## src/rtl/pwm_cb_pkg.sv

```systemverilog
package pwm_cb_pkg;
  typedef enum logic [1:0] {
    SHP_RAMP     = 2'd0,
    SHP_RAMP_INV = 2'd1,
    SHP_TRI      = 2'd2,
    SHP_TRI_INV  = 2'd3
  } shape_e;

  function automatic logic shape_is_tri(input logic [1:0] s);
    return s[1];
  endfunction

  function automatic logic shape_is_inv(input logic [1:0] s);
    return s[0];
  endfunction
endpackage

```

## src/rtl/pwm_carrier.sv

```systemverilog
module pwm_carrier #(
  parameter int CNT_W = 8
) (
  input  logic             clk,
  input  logic             rst_n,
  input  logic             tri_i,
  input  logic [CNT_W-1:0] period_i,
  input  logic [CNT_W-1:0] load_val_i,
  output logic [CNT_W-1:0] cnt_o,
  output logic             up_o,
  output logic             start_o,
  output logic             peak_o
);
  logic [CNT_W-1:0] cnt_q, cnt_d;
  logic             up_q, up_d;

  always_comb begin
    start_o = tri_i ? (!up_q && cnt_q == CNT_W'(1)) : (cnt_q >= period_i);
    peak_o  = tri_i && up_q && (cnt_q >= period_i);
    cnt_d   = cnt_q;
    up_d    = up_q;
    if (start_o) begin
      cnt_d = load_val_i;
      up_d  = 1'b1;
    end else if (peak_o) begin
      cnt_d = period_i - CNT_W'(1);
      up_d  = 1'b0;
    end else if (!tri_i || up_q) begin
      cnt_d = cnt_q + CNT_W'(1);
      up_d  = 1'b1;
    end else begin
      cnt_d = cnt_q - CNT_W'(1);
    end
  end

  always_ff @(posedge clk or negedge rst_n) begin
    if (!rst_n) begin
      cnt_q <= '0;
      up_q  <= 1'b1;
    end else begin
      cnt_q <= cnt_d;
      up_q  <= up_d;
    end
  end

  assign cnt_o = cnt_q;
  assign up_o  = up_q;

  a_r3_turn_at_peak: assert property (@(posedge clk) disable iff (!rst_n)
    (tri_i && up_q && cnt_q == period_i) |=> !up_q);
  a_r9_ramp_restart: assert property (@(posedge clk) disable iff (!rst_n)
    (!tri_i && cnt_q == period_i) |=> (cnt_q == $past(load_val_i)));
endmodule

```

## src/rtl/pwm_shadow.sv

```systemverilog
module pwm_shadow #(
  parameter int CNT_W = 8,
  localparam int IDX_W = CNT_W + 1
) (
  input  logic             clk,
  input  logic             rst_n,
  input  logic             wr_valid_i,
  input  logic [CNT_W-1:0] wr_duty_i,
  input  logic [CNT_W-1:0] wr_phase_i,
  input  logic [IDX_W-1:0] wr_trig_i,
  input  logic             load_i,
  output logic [CNT_W-1:0] duty_o,
  output logic [CNT_W-1:0] phase_o,
  output logic [IDX_W-1:0] trig_o,
  output logic [CNT_W-1:0] load_val_o
);
  logic [CNT_W-1:0] hold_duty_q, hold_phase_q, act_duty_q, act_phase_q;
  logic [IDX_W-1:0] hold_trig_q, act_trig_q;
  logic             pend_q, pend_d, take;

  always_comb begin
    take   = load_i && pend_q;
    pend_d = wr_valid_i | (pend_q & ~load_i);
  end

  always_ff @(posedge clk or negedge rst_n) begin
    if (!rst_n) begin
      hold_duty_q  <= '0;
      hold_phase_q <= '0;
      hold_trig_q  <= '0;
      pend_q       <= 1'b0;
    end else begin
      pend_q <= pend_d;
      if (wr_valid_i) begin
        hold_duty_q  <= wr_duty_i;
        hold_phase_q <= wr_phase_i;
        hold_trig_q  <= wr_trig_i;
      end
    end
  end

  always_ff @(posedge clk or negedge rst_n) begin
    if (!rst_n) begin
      act_duty_q  <= '0;
      act_phase_q <= '0;
      act_trig_q  <= '0;
    end else if (take) begin
      act_duty_q  <= hold_duty_q;
      act_phase_q <= hold_phase_q;
      act_trig_q  <= hold_trig_q;
    end
  end

  assign duty_o     = act_duty_q;
  assign phase_o    = act_phase_q;
  assign trig_o     = act_trig_q;
  assign load_val_o = pend_q ? hold_phase_q : act_phase_q;

  a_r6_change_only_on_load: assert property (@(posedge clk) disable iff (!rst_n)
    !$stable(act_duty_q) |-> $past(load_i));
  a_r6_pending_cleared: assert property (@(posedge clk) disable iff (!rst_n)
    (load_i && !wr_valid_i) |=> !pend_q);
  a_r7_late_write_kept: assert property (@(posedge clk) disable iff (!rst_n)
    (load_i && wr_valid_i) |=> pend_q);
endmodule

```

## src/rtl/pwm_compare.sv

```systemverilog
module pwm_compare #(
  parameter int CNT_W = 8,
  localparam int IDX_W = CNT_W + 1
) (
  input  logic             clk,
  input  logic             rst_n,
  input  logic             tri_i,
  input  logic             inv_i,
  input  logic             dbl_trig_i,
  input  logic [CNT_W-1:0] period_i,
  input  logic [CNT_W-1:0] cnt_i,
  input  logic             up_i,
  input  logic [CNT_W-1:0] duty_i,
  input  logic [IDX_W-1:0] trig_pos_i,
  output logic             pwm_o,
  output logic             trig_o
);
  logic [CNT_W-1:0] carrier;
  logic [IDX_W-1:0] pos, second_pos;
  logic             pwm_d, trig_d, pwm_q, trig_q;

  always_comb begin
    carrier    = inv_i ? (period_i - cnt_i) : cnt_i;
    pwm_d      = (duty_i >= period_i) || (carrier < duty_i);
    pos        = (up_i || !tri_i) ? {1'b0, cnt_i} : ({period_i, 1'b0} - {1'b0, cnt_i});
    second_pos = trig_pos_i + {1'b0, period_i};
    trig_d     = (pos == trig_pos_i) || (tri_i && dbl_trig_i && pos == second_pos);
  end

  always_ff @(posedge clk or negedge rst_n) begin
    if (!rst_n) begin
      pwm_q  <= 1'b0;
      trig_q <= 1'b0;
    end else begin
      pwm_q  <= pwm_d;
      trig_q <= trig_d;
    end
  end

  assign pwm_o  = pwm_q;
  assign trig_o = trig_q;

  a_r5_zero_level_low: assert property (@(posedge clk) disable iff (!rst_n)
    (duty_i == '0) |=> !pwm_q);
  a_r5_full_level_high: assert property (@(posedge clk) disable iff (!rst_n)
    (duty_i >= period_i) |=> pwm_q);
endmodule

```

## src/rtl/pwm_shadow_mod.sv

```systemverilog
module pwm_shadow_mod #(
  parameter int CNT_W = 8,
  localparam int IDX_W = CNT_W + 1
) (
  input  logic             clk,
  input  logic             rst_n,
  input  logic [CNT_W-1:0] period_i,
  input  logic [1:0]       shape_i,
  input  logic             dbl_upd_i,
  input  logic             dbl_trig_i,
  input  logic             wr_valid_i,
  input  logic [CNT_W-1:0] wr_duty_i,
  input  logic [CNT_W-1:0] wr_phase_i,
  input  logic [IDX_W-1:0] wr_trig_i,
  output logic             pwm_o,
  output logic             trig_o
);
  import pwm_cb_pkg::*;

  logic             is_tri, is_inv, start, peak, load, up;
  logic [CNT_W-1:0] cnt, duty_act, phase_act, load_val;
  logic [IDX_W-1:0] trig_act;

  assign is_tri = shape_is_tri(shape_i);
  assign is_inv = shape_is_inv(shape_i);
  assign load   = start | (peak & dbl_upd_i);

  pwm_carrier #(.CNT_W(CNT_W)) u_carrier (
    .clk(clk), .rst_n(rst_n), .tri_i(is_tri), .period_i(period_i),
    .load_val_i(load_val), .cnt_o(cnt), .up_o(up), .start_o(start), .peak_o(peak)
  );

  pwm_shadow #(.CNT_W(CNT_W)) u_shadow (
    .clk(clk), .rst_n(rst_n), .wr_valid_i(wr_valid_i), .wr_duty_i(wr_duty_i),
    .wr_phase_i(wr_phase_i), .wr_trig_i(wr_trig_i), .load_i(load),
    .duty_o(duty_act), .phase_o(phase_act), .trig_o(trig_act), .load_val_o(load_val)
  );

  pwm_compare #(.CNT_W(CNT_W)) u_compare (
    .clk(clk), .rst_n(rst_n), .tri_i(is_tri), .inv_i(is_inv), .dbl_trig_i(dbl_trig_i),
    .period_i(period_i), .cnt_i(cnt), .up_i(up), .duty_i(duty_act),
    .trig_pos_i(trig_act), .pwm_o(pwm_o), .trig_o(trig_o)
  );

  a_r8_ramp_single_load: assert property (@(posedge clk) disable iff (!rst_n)
    (!is_tri && !$stable(duty_act)) |-> $past(cnt >= period_i));
  a_r2_ramp_bounded: assert property (@(posedge clk) disable iff (!rst_n)
    (!is_tri && $past(!is_tri) && $past(phase_act <= period_i) && $past(load_val <= period_i)
     && $past(cnt <= period_i)) |-> (cnt <= period_i));
endmodule

```

## config.mk

```make
export PLATFORM = sky130hd
export DESIGN_NAME = pwm_shadow_mod
export DESIGN_NICKNAME = d
export VERILOG_FILES = /design/src/rtl/pwm_cb_pkg.sv /design/src/rtl/pwm_carrier.sv /design/src/rtl/pwm_shadow.sv /design/src/rtl/pwm_compare.sv /design/src/rtl/pwm_shadow_mod.sv
export SDC_FILE = /design/constraint.sdc
export NUM_CORES = 1
export LEC_CHECK = 0
export BUFFER_PORTS_ARGS = -buffer_cell sky130_fd_sc_hd__buf_2
export CORE_MARGIN = 2
export CORE_UTILIZATION = 55
export DETAILED_ROUTE_END_ITERATION = 10
export PLACE_DENSITY_LB_ADDON = 0.05
export REMOVE_ABC_BUFFERS = 1
export SLEW_MARGIN = 20
export SYNTH_ARGS = -nofsm -noshare
export SYNTH_HDL_FRONTEND = slang
export SYNTH_SLANG_ARGS = --single-unit
```

## constraint.sdc

```tcl
create_clock -name clk -period 3.5 [get_ports clk]
set_input_delay 0.175 -clock clk [delete_from_list [all_inputs] [get_ports clk]]
set_output_delay 0.175 -clock clk [all_outputs]
set_load 0.01 [all_outputs]
```

==> results.md, run 1 <==
- Total power density per cell area: about 870 mW/mm^2
- Global placement routability congestion: approximately 0.9
- Slowest cell delay on critical path: approximately 0.51 ns
- Placed Instances: 608
- Part of the total power dissipated in sequential elements: 25.4%
- Hold Path Sink: u_shadow.hold_duty_q[2]
- Static Leak: 2.38 nW
- Outcome: finished clean
- Initial DRC Count: 147
- Antenna diode count: 0
- Fraction of the mapped netlist area in compound gates: about 16%
- Comb power frac: 58.9%
- Arrival time of the worst setup path: approximately 3.5 ns
- Total number of placement rows: 33
- HP Start: wr_duty_i[2]
- Length in cells of the worst reg-to-reg path: 10
- Post-Synthesis Cell Area: roughly 0.0046 mm^2
- Number of buffers inserted for hold repair after clock tree synthesis: 1
- Synthesis warning total: 0
- GRT Resource Usage Total: 26.0%
- Design Area, Final: between 0.005 and 0.006 mm^2
- Chip height: approximately 96 um
- Post-Synth Simple-Gate Area: between 10% and 20%
- Number of H-tree levels: 3
- Most common flop cell mapped by yosys: dfrtp_1
- Reg2reg start: u_carrier.cnt_o[1]
- Insertion delay to the later sink of the worst-skew pair: ~0.34 ns
- Clock slew seen by the registers of the worst setup and hold paths: around 0.07 ns
- Final clock skew: between 0.009 and 0.01 ns
- Setup fix buffers added after clock tree synthesis: 0
- Average vias per placed instance: about 5.7
- Portion of netlist area occupied by mux cells: 13.3%
- Wire length of the first global-routing pass: between 15000 and 20000 um
- Peak ir drop on the vdd network: around 0.37 mV
- Count of maximum capacitance violations: 0
- Floorplan die area: 0.00913 mm^2
- Shortest clock period the worst path allows after layout: 3.22 ns
- Sequential-to-total area share from yosys stat: 33.7%
- Max Fclk: around 310 MHz
- Cell mode on critical path: nor3_1
- Core ar.: 0.00818 mm^2
- Worst hold path depth: 2
- Path class of the lowest-slack min-delay path: input pin to flip-flop
- Total of endpoints with negative setup slack in the final report: 0
- Critical path endpoint category: flip-flop
- Area Overhead vs Synth: 12.0%
- Period utilization: approximately nine tenths
- Post-Synthesis Cells: ~470
- Most frequent standard cell in the layout excluding fill and tap cells: dfrtp_1
- Clock Sinks: 62
- Flip-flop and latch count after synthesis: 62
- Vias in the first global route: between 3000 and 4000
- Critical path data required time: about 3.7 ns
- Number of iterations in the first detailed-routing pass: 4
- Routed wire length: 11000 um
- Count of unresolved DRC violations after routing: 0
- Number of standard cells in the final layout excluding fillers: around 630
- TritonCTS clock tree: done
- Top-level port count: 42
- Count of cell types in the netlist: 61
- Clk network pwr share: 15.7%
- Post-synth ARST share: between 90% and 100%
- Startpoint type of the worst setup path: flip-flop
- Number of nets with antenna violations after detailed routing: 0
- Sw power: 0.00188 W
- Internal Dissipation: ~0.0026 W
- Dpl cell area: between 0.004 and 0.005 mm^2
- Wire length per cell: 17.6 um
- Buffers plus inverters on the worst setup path: 1
- Detailed-placement wirelength estimate: 8110 um
- Number of antenna violations at the first check in global routing: 0
- Cts repair resizes: 0
- CTS Root Cell: clkbuf_8
- Count of flip-flops with a built-in enable after synthesis: 0
- Worst R2R Setup Slack: between 0.2 and 0.3 ns
- Crit-path slowest cell: fa_1
- Fin. Hold Viols: 0
- Final Max Tran Viols: 0
- Adder-cell share of the synthesized area: 12.7%
- Setup repair after global routing missed its margin: no
- Top delay family on crit path: simple AND/OR/NAND/NOR gates
- Xor and xnor fraction of the mapped netlist area: 7.60%
- CTS max path bufs: 2
- Most used cells in the layout excluding fill and tap cells: 61 x dfrtp_1, 42 x ha_1, 41 x o21ai_0, 41 x buf_2, 37 x inv_1
- Main combinational cell family by area after synthesis: compound AO/OA/AOI/OAI gates
- Average instance area after synthesis: ~9.8 um^2
- Vias post-DR: 3587
- Effective utilization at floorplan: 56.4%
- Overall die width: around 96 um
- Share of cells above drive strength 1: 23.1%
- # fillers: ~700
- Total Nets Final: 600
- Slew HR: 38.7%
- PortBufs: 41
- Least-Margin Pin Slew: 0.919 ns
- Maximum number of pins on one net before global-route repair: 40
- Cell breakdown of the critical path: inv_1, fa_1, a211oi_2, o21ai_1, a2111oi_2, nor3_1, nor3_1, nand4_1, or4b_1, o31ai_1
- Switching Share: 42.0%
- Residual overflow from global routing: 0
- Number of buffers created by CTS: 9
- Critical R2R Capture: u_compare.trig_o
- Critical path start-end classification: flip-flop to flip-flop
- Critical path fanouts, max: 9
[kinds of logic (layout without fill, tap and decap cells)]
kind of cell	after synthesis	after routing
XOR/XNOR	40	40
flip-flops	62	62
AO/OA/AOI/OAI	112	112
buffers and inverters	54	105
multiplexers	52	52
adder cells (fa/ha/maj)	45	45
AND/OR/NAND/NOR	104	104
[layout make-up]
type	instances	area (um^2)	area share [%]
clock buffers	10	128	2.47
clock inverters	6	86.3	1.67
inverters	37	139	2.69
multi-input cells	353	2830	54.7
flip-flops and latches	62	1550	30.0
well taps	105	131	2.54
repair buffers	52	303	5.86
[metal layers]
metal	share of wire [%]	GRT usage (%)
met1	47	36.6
met2	48	41.5
met3	4.2	3.72
met4	1.3	7.98
met5	0	0
[power groups by stage]
stage          sequential [W]  combinational, W  clock (W)
3_5_place_dp          0.00115           0.00261          0
4_1_cts               0.00114           0.00264   0.000720
3_3_place_gp          0.00114           0.00257          0
5_1_grt               0.00117           0.00297   0.000757
6_report              0.00114           0.00264   0.000705
2_1_floorplan         0.00114           0.00197          0
[through the flow]
stage | hold slack, ns | worst slack [ns] | total power, W | util (%) | TNS, ns
after global routing | 0.0390 | 0.0223 | 0.00489 | 63.2 | 0
after detailed placement | 0.361 | 0.309 | 0.00376 | 60.5 | 0
final | 0.0605 | 0.280 | 0.00449 | 63.2 | 0
after CTS | 0.0435 | 0.266 | 0.00450 | 63.2 | 0
after floorplan | -0.121 | -0.411 | 0.00311 | - | -7.60
after global placement | 0.346 | 0.415 | 0.00371 | 60.5 | 0
[worst max path at each step]
stage | depth (start not counted) | to | from | slack [ns]
after floorplan | 11 | u_shadow.phase_o[7] | u_carrier.cnt_o[0] | -0.41
after global placement | 10 | u_compare.trig_o | u_carrier.cnt_o[1] | 0.42
after detailed placement | 10 | u_compare.trig_o | u_carrier.cnt_o[1] | 0.31
after CTS | 10 | u_compare.trig_o | u_carrier.cnt_o[1] | 0.27
after global routing | 10 | u_compare.trig_o | u_carrier.cnt_o[1] | 0.02
final | 10 | u_compare.trig_o | u_carrier.cnt_o[1] | 0.28
[Yosys cell counts, types with 8 or more instances]
| cell | instances | area [um^2] |
|---|---|---|
| dfrtp_1 | 61 | 1530 |
| ha_1 | 42 | 526 |
| o21ai_0 | 41 | 205 |
| inv_1 | 37 | 139 |
| xnor2_1 | 32 | 280 |
| mux2_2 | 30 | 338 |
| nor2_1 | 22 | 82.6 |
| a21oi_1 | 20 | 100 |
| nand2_1 | 19 | 71.3 |
| nand3_1 | 15 | 75.1 |
| nor3_1 | 12 | 60.1 |
| mux2_4 | 11 | 165 |
| mux2i_1 | 11 | 110 |
| clkbuf_1 | 10 | 37.5 |
| xor2_1 | 8 | 70.1 |
[worst register-to-register path, delay by kind of cell, from the launching register on]
| family | cells | cell delay (ns) |
|---|---|---|
| adder cells (fa/ha/maj) | 1 | 0.51 |
| buffers and inverters | 1 | 0.18 |
| AND/OR/NAND/NOR | 4 | 1.09 |
| flip-flops | 1 | 0.39 |
| AO/OA/AOI/OAI | 4 | 0.95 |
[registers in the layout, indices dropped and copies added, names as in the netlist]
register               cells
u_shadow.hold_duty_q       8
u_carrier.up_o             1
u_shadow.trig_o            9
u_compare.trig_o           1
u_carrier.cnt_o            8
u_shadow.duty_o            8
u_shadow.pend_q            1
u_shadow.hold_phase_q      8
u_shadow.hold_trig_q       9
u_shadow.phase_o           8
u_compare.pwm_o            1
Note: power is estimated with default switching activity, not from simulation.
==> inputs of run 2 (changes only) <==
--- a/config.mk
+++ b/config.mk
@@ -6,6 +6,7 @@
 export NUM_CORES = 1
 export LEC_CHECK = 0
 export BUFFER_PORTS_ARGS = -buffer_cell sky130_fd_sc_hd__buf_2
+export CAP_MARGIN = 20
 export CORE_MARGIN = 2
 export CORE_UTILIZATION = 55
 export DETAILED_ROUTE_END_ITERATION = 10
==> constraint.sdc (replaced) <==
create_clock -name clk -period 3.5 [get_ports clk]
set_input_delay 0.7 -clock clk [delete_from_list [all_inputs] [get_ports clk]]
set_output_delay 0.7 -clock clk [all_outputs]
set_load 0.01 [all_outputs]
==> results.md, run 2 (synthesized netlist as in run 1, its figures left out) <==
- Critical path start-end classification: flip-flop to flip-flop
- Number of iterations in the first detailed-routing pass: 5 (+1)
- Critical path fanouts, max: 8 (-1)
- Least-Margin Pin Slew: 0.804 ns (-0.115 ns)
- Reg2reg start: u_carrier.cnt_o[1]
- Comb power frac: 58.3% (-0.6 points)
- Final Max Tran Viols: 0 (unchanged)
- Residual overflow from global routing: 0 (unchanged)
- Static Leak: 2.42 nW (+1.8%)
- Max Fclk: 306 MHz (-1.5%)
- Sw power: 0.00191 W (+1.5%)
- Number of H-tree levels: 3 (unchanged)
- Vias in the first global route: 3608 (+1.7%)
- Clk network pwr share: 16.2% (+0.5 points)
- Antenna diode count: 0 (unchanged)
- Wire length of the first global-routing pass: 18000 um (about the same)
- Global placement routability congestion: 0.949 (+5.3%)
- Clock slew seen by the registers of the worst setup and hold paths: 0.08 ns (about the same)
- Length in cells of the worst reg-to-reg path: 12 (+2)
- First element of the critical path: u_carrier.cnt_o[1]
- Final critical-path setup slack: 0.232 ns (-0.0482 ns)
- Number of nets with antenna violations after detailed routing: 0 (unchanged)
- Total number of placement rows: 33 (unchanged)
- Insertion delay to the later sink of the worst-skew pair: 0.35 ns (about the same)
- Outcome: finished clean
- Floorplan die area: 0.00913 mm^2 (unchanged)
- Detailed-placement wirelength estimate: 7970 um (-1.7%)
- Shortest clock period the worst path allows after layout: 3.27 ns (+0.0482 ns)
- Top-level port count: 42 (unchanged)
- Utilization after layout: 64.3% (+1.1 points)
- Final total negative setup slack: 0 ns (unchanged)
- Slew HR: 46.4% (+7.7 points)
- Startpoint type of the worst setup path: flip-flop
- Arrival time of the worst setup path: 3.51 ns (+0.05 ns)
- CTS Root Cell: clkbuf_8
- TritonCTS clock tree: done
- Number of standard cells in the final layout excluding fillers: 633 (+1.3%)
- Total of endpoints with negative setup slack in the final report: 0 (unchanged)
- Worst R2R Setup Slack: 0.23 ns (-0.05 ns)
- Design Area, Final: 0.00526 mm^2 (+1.7%)
- PortBufs: 41 (unchanged)
- Routed wire length: 11000 um (+0.54%)
- Core ar.: 0.00818 mm^2 (unchanged)
- Path class of the lowest-slack min-delay path: flip-flop to flip-flop
- Total power density per cell area: 874 mW/mm^2 (+0.65%)
- Switching Share: 41.6% (-0.36 points)
- Most frequent standard cell in the layout excluding fill and tap cells: dfrtp_1
- Footprint of the multi-input gates: 0.00284 mm^2 (+0.31%)
- Number of antenna violations at the first check in global routing: 0 (unchanged)
- Peak ir drop on the vdd network: 0.373 mV (+1.7%)
- Clock Sinks: 62 (unchanged)
- Area Overhead vs Synth: 13.9%
- Wire length per cell: 17.4 um (-0.73%)
- Critical path endpoint category: flip-flop
- Placed Instances: 613 (+0.82%)
- Number of buffers created by CTS: 9 (unchanged)
- Part of the total power dissipated in sequential elements: 25.6% (+0.2 points)
- Critical path data required time: 3.74 ns (about the same)
- Internal Dissipation: 0.00268 W (+3.0%)
- Initial DRC Count: 159 (+8.2%)
- Maximum number of pins on one net before global-route repair: 63 (+57%)
- Dpl cell area: 0.00498 mm^2 (+0.76%)
- Area taken by flip-flops and latches: 0.00155 mm^2 (unchanged)
- Total Nets Final: 608 (+1.3%)
- Overall die width: 95.6 um (unchanged)
- Worst slack, placed: -0.0218 ns (-0.331 ns)
- Termination of the worst setup path: u_compare.trig_o
- Average vias per placed instance: 5.77 (+0.61%)
- # fillers: 672 (-3.7%)
- Share of cells above drive strength 1: 25.2% (+2.1 points)
- Effective utilization at floorplan: 56.4% (unchanged)
- Final clock skew: 0.00745 ns (-0.00253 ns)
- Critical R2R Capture: u_compare.trig_o
- Count of unresolved DRC violations after routing: 0 (unchanged)
- Fin. Hold Viols: 0 (unchanged)
- CTS max path bufs: 2 (unchanged)
- Chip height: 95.6 um (unchanged)
- Most used cells in the layout excluding fill and tap cells: 61 x dfrtp_1, 42 x ha_1, 41 x o21ai_0, 41 x buf_2, 36 x inv_1
- GRT Resource Usage Total: 26.0% (-0.073 points)
- Count of maximum capacitance violations: 0 (unchanged)
- Period utilization: 93.4% (+1.4 points)
- Vias post-DR: 3655 (+1.9%)
-- run 2: metal layers --
metal	share of wire, %	global-route usage [%]	routed length (um)	vias up
met5	0	0	0	-
met4	2.6	10.5	289	0
met3	5.0	5.06	554	23
met1	47	36.1	5220	1740
li1	-	-	-	1791
met2	45	39.7	4970	101
-- run 2: worst min-delay path by stage --
stage / cells past startpoint / slack (ns) / start / end
detailed placement: 1 / 0.49 / u_shadow.phase_o[7] / u_shadow.phase_o[7]
floorplan: 0 / 0.40 / rst_n / u_carrier.cnt_o[0]
finish: 1 / 0.51 / u_shadow.phase_o[7] / u_shadow.phase_o[7]
CTS: 1 / 0.51 / u_shadow.phase_o[7] / u_shadow.phase_o[7]
global route: 1 / 0.52 / u_shadow.hold_trig_q[7] / u_shadow.hold_trig_q[7]
global placement: 1 / 0.48 / u_shadow.phase_o[7] / u_shadow.phase_o[7]
-- run 2: power groups by stage --
stage               Sequential [W]  Combinational (W)  Clock, W
floorplan                  0.00114            0.00197         0
global placement           0.00117            0.00255         0
detailed placement         0.00118            0.00259         0
CTS                        0.00117            0.00262  0.000760
global route               0.00121            0.00302  0.000788
finish                     0.00118            0.00268  0.000742
-- run 2: cell type report --
class	instances	area share, %
Timing Repair Buffer	60	6.86
Clock buffer	10	2.62
Multi-Input combinational cell	353	54.0
Inverter	37	2.71
Tap cell	105	2.50
Clock inverter	6	1.79
Sequential cell	62	29.5
-- run 2: worst max-delay path: stages (launching register included) --
cell and delay, ns:
dfrtp_1 0.45, clkinvlp_4 0.24, buf_4 0.19, buf_4 0.12, ha_1 0.25, nor2b_1 0.13
o31a_1 0.27, o211ai_1 0.22, a2111oi_0 0.14, nor3_1 0.39, xnor2_1 0.12, or4b_1 0.53
o31ai_1 0.10
-- run 2: what timing repair did --
action,CTS,global route
gates resized for setup,0,5
hold buffers,0,0
endpoints found under the setup margin,0,2
setup buffers,0,4
-- run 2: per-stage QoR --
stage          power (W)  hold slack (ns)
2_1_floorplan    0.00311            0.404
3_5_place_dp     0.00378            0.488
4_1_cts          0.00455            0.507
3_3_place_gp     0.00372            0.482
5_1_grt          0.00501            0.523
6_report         0.00459            0.505
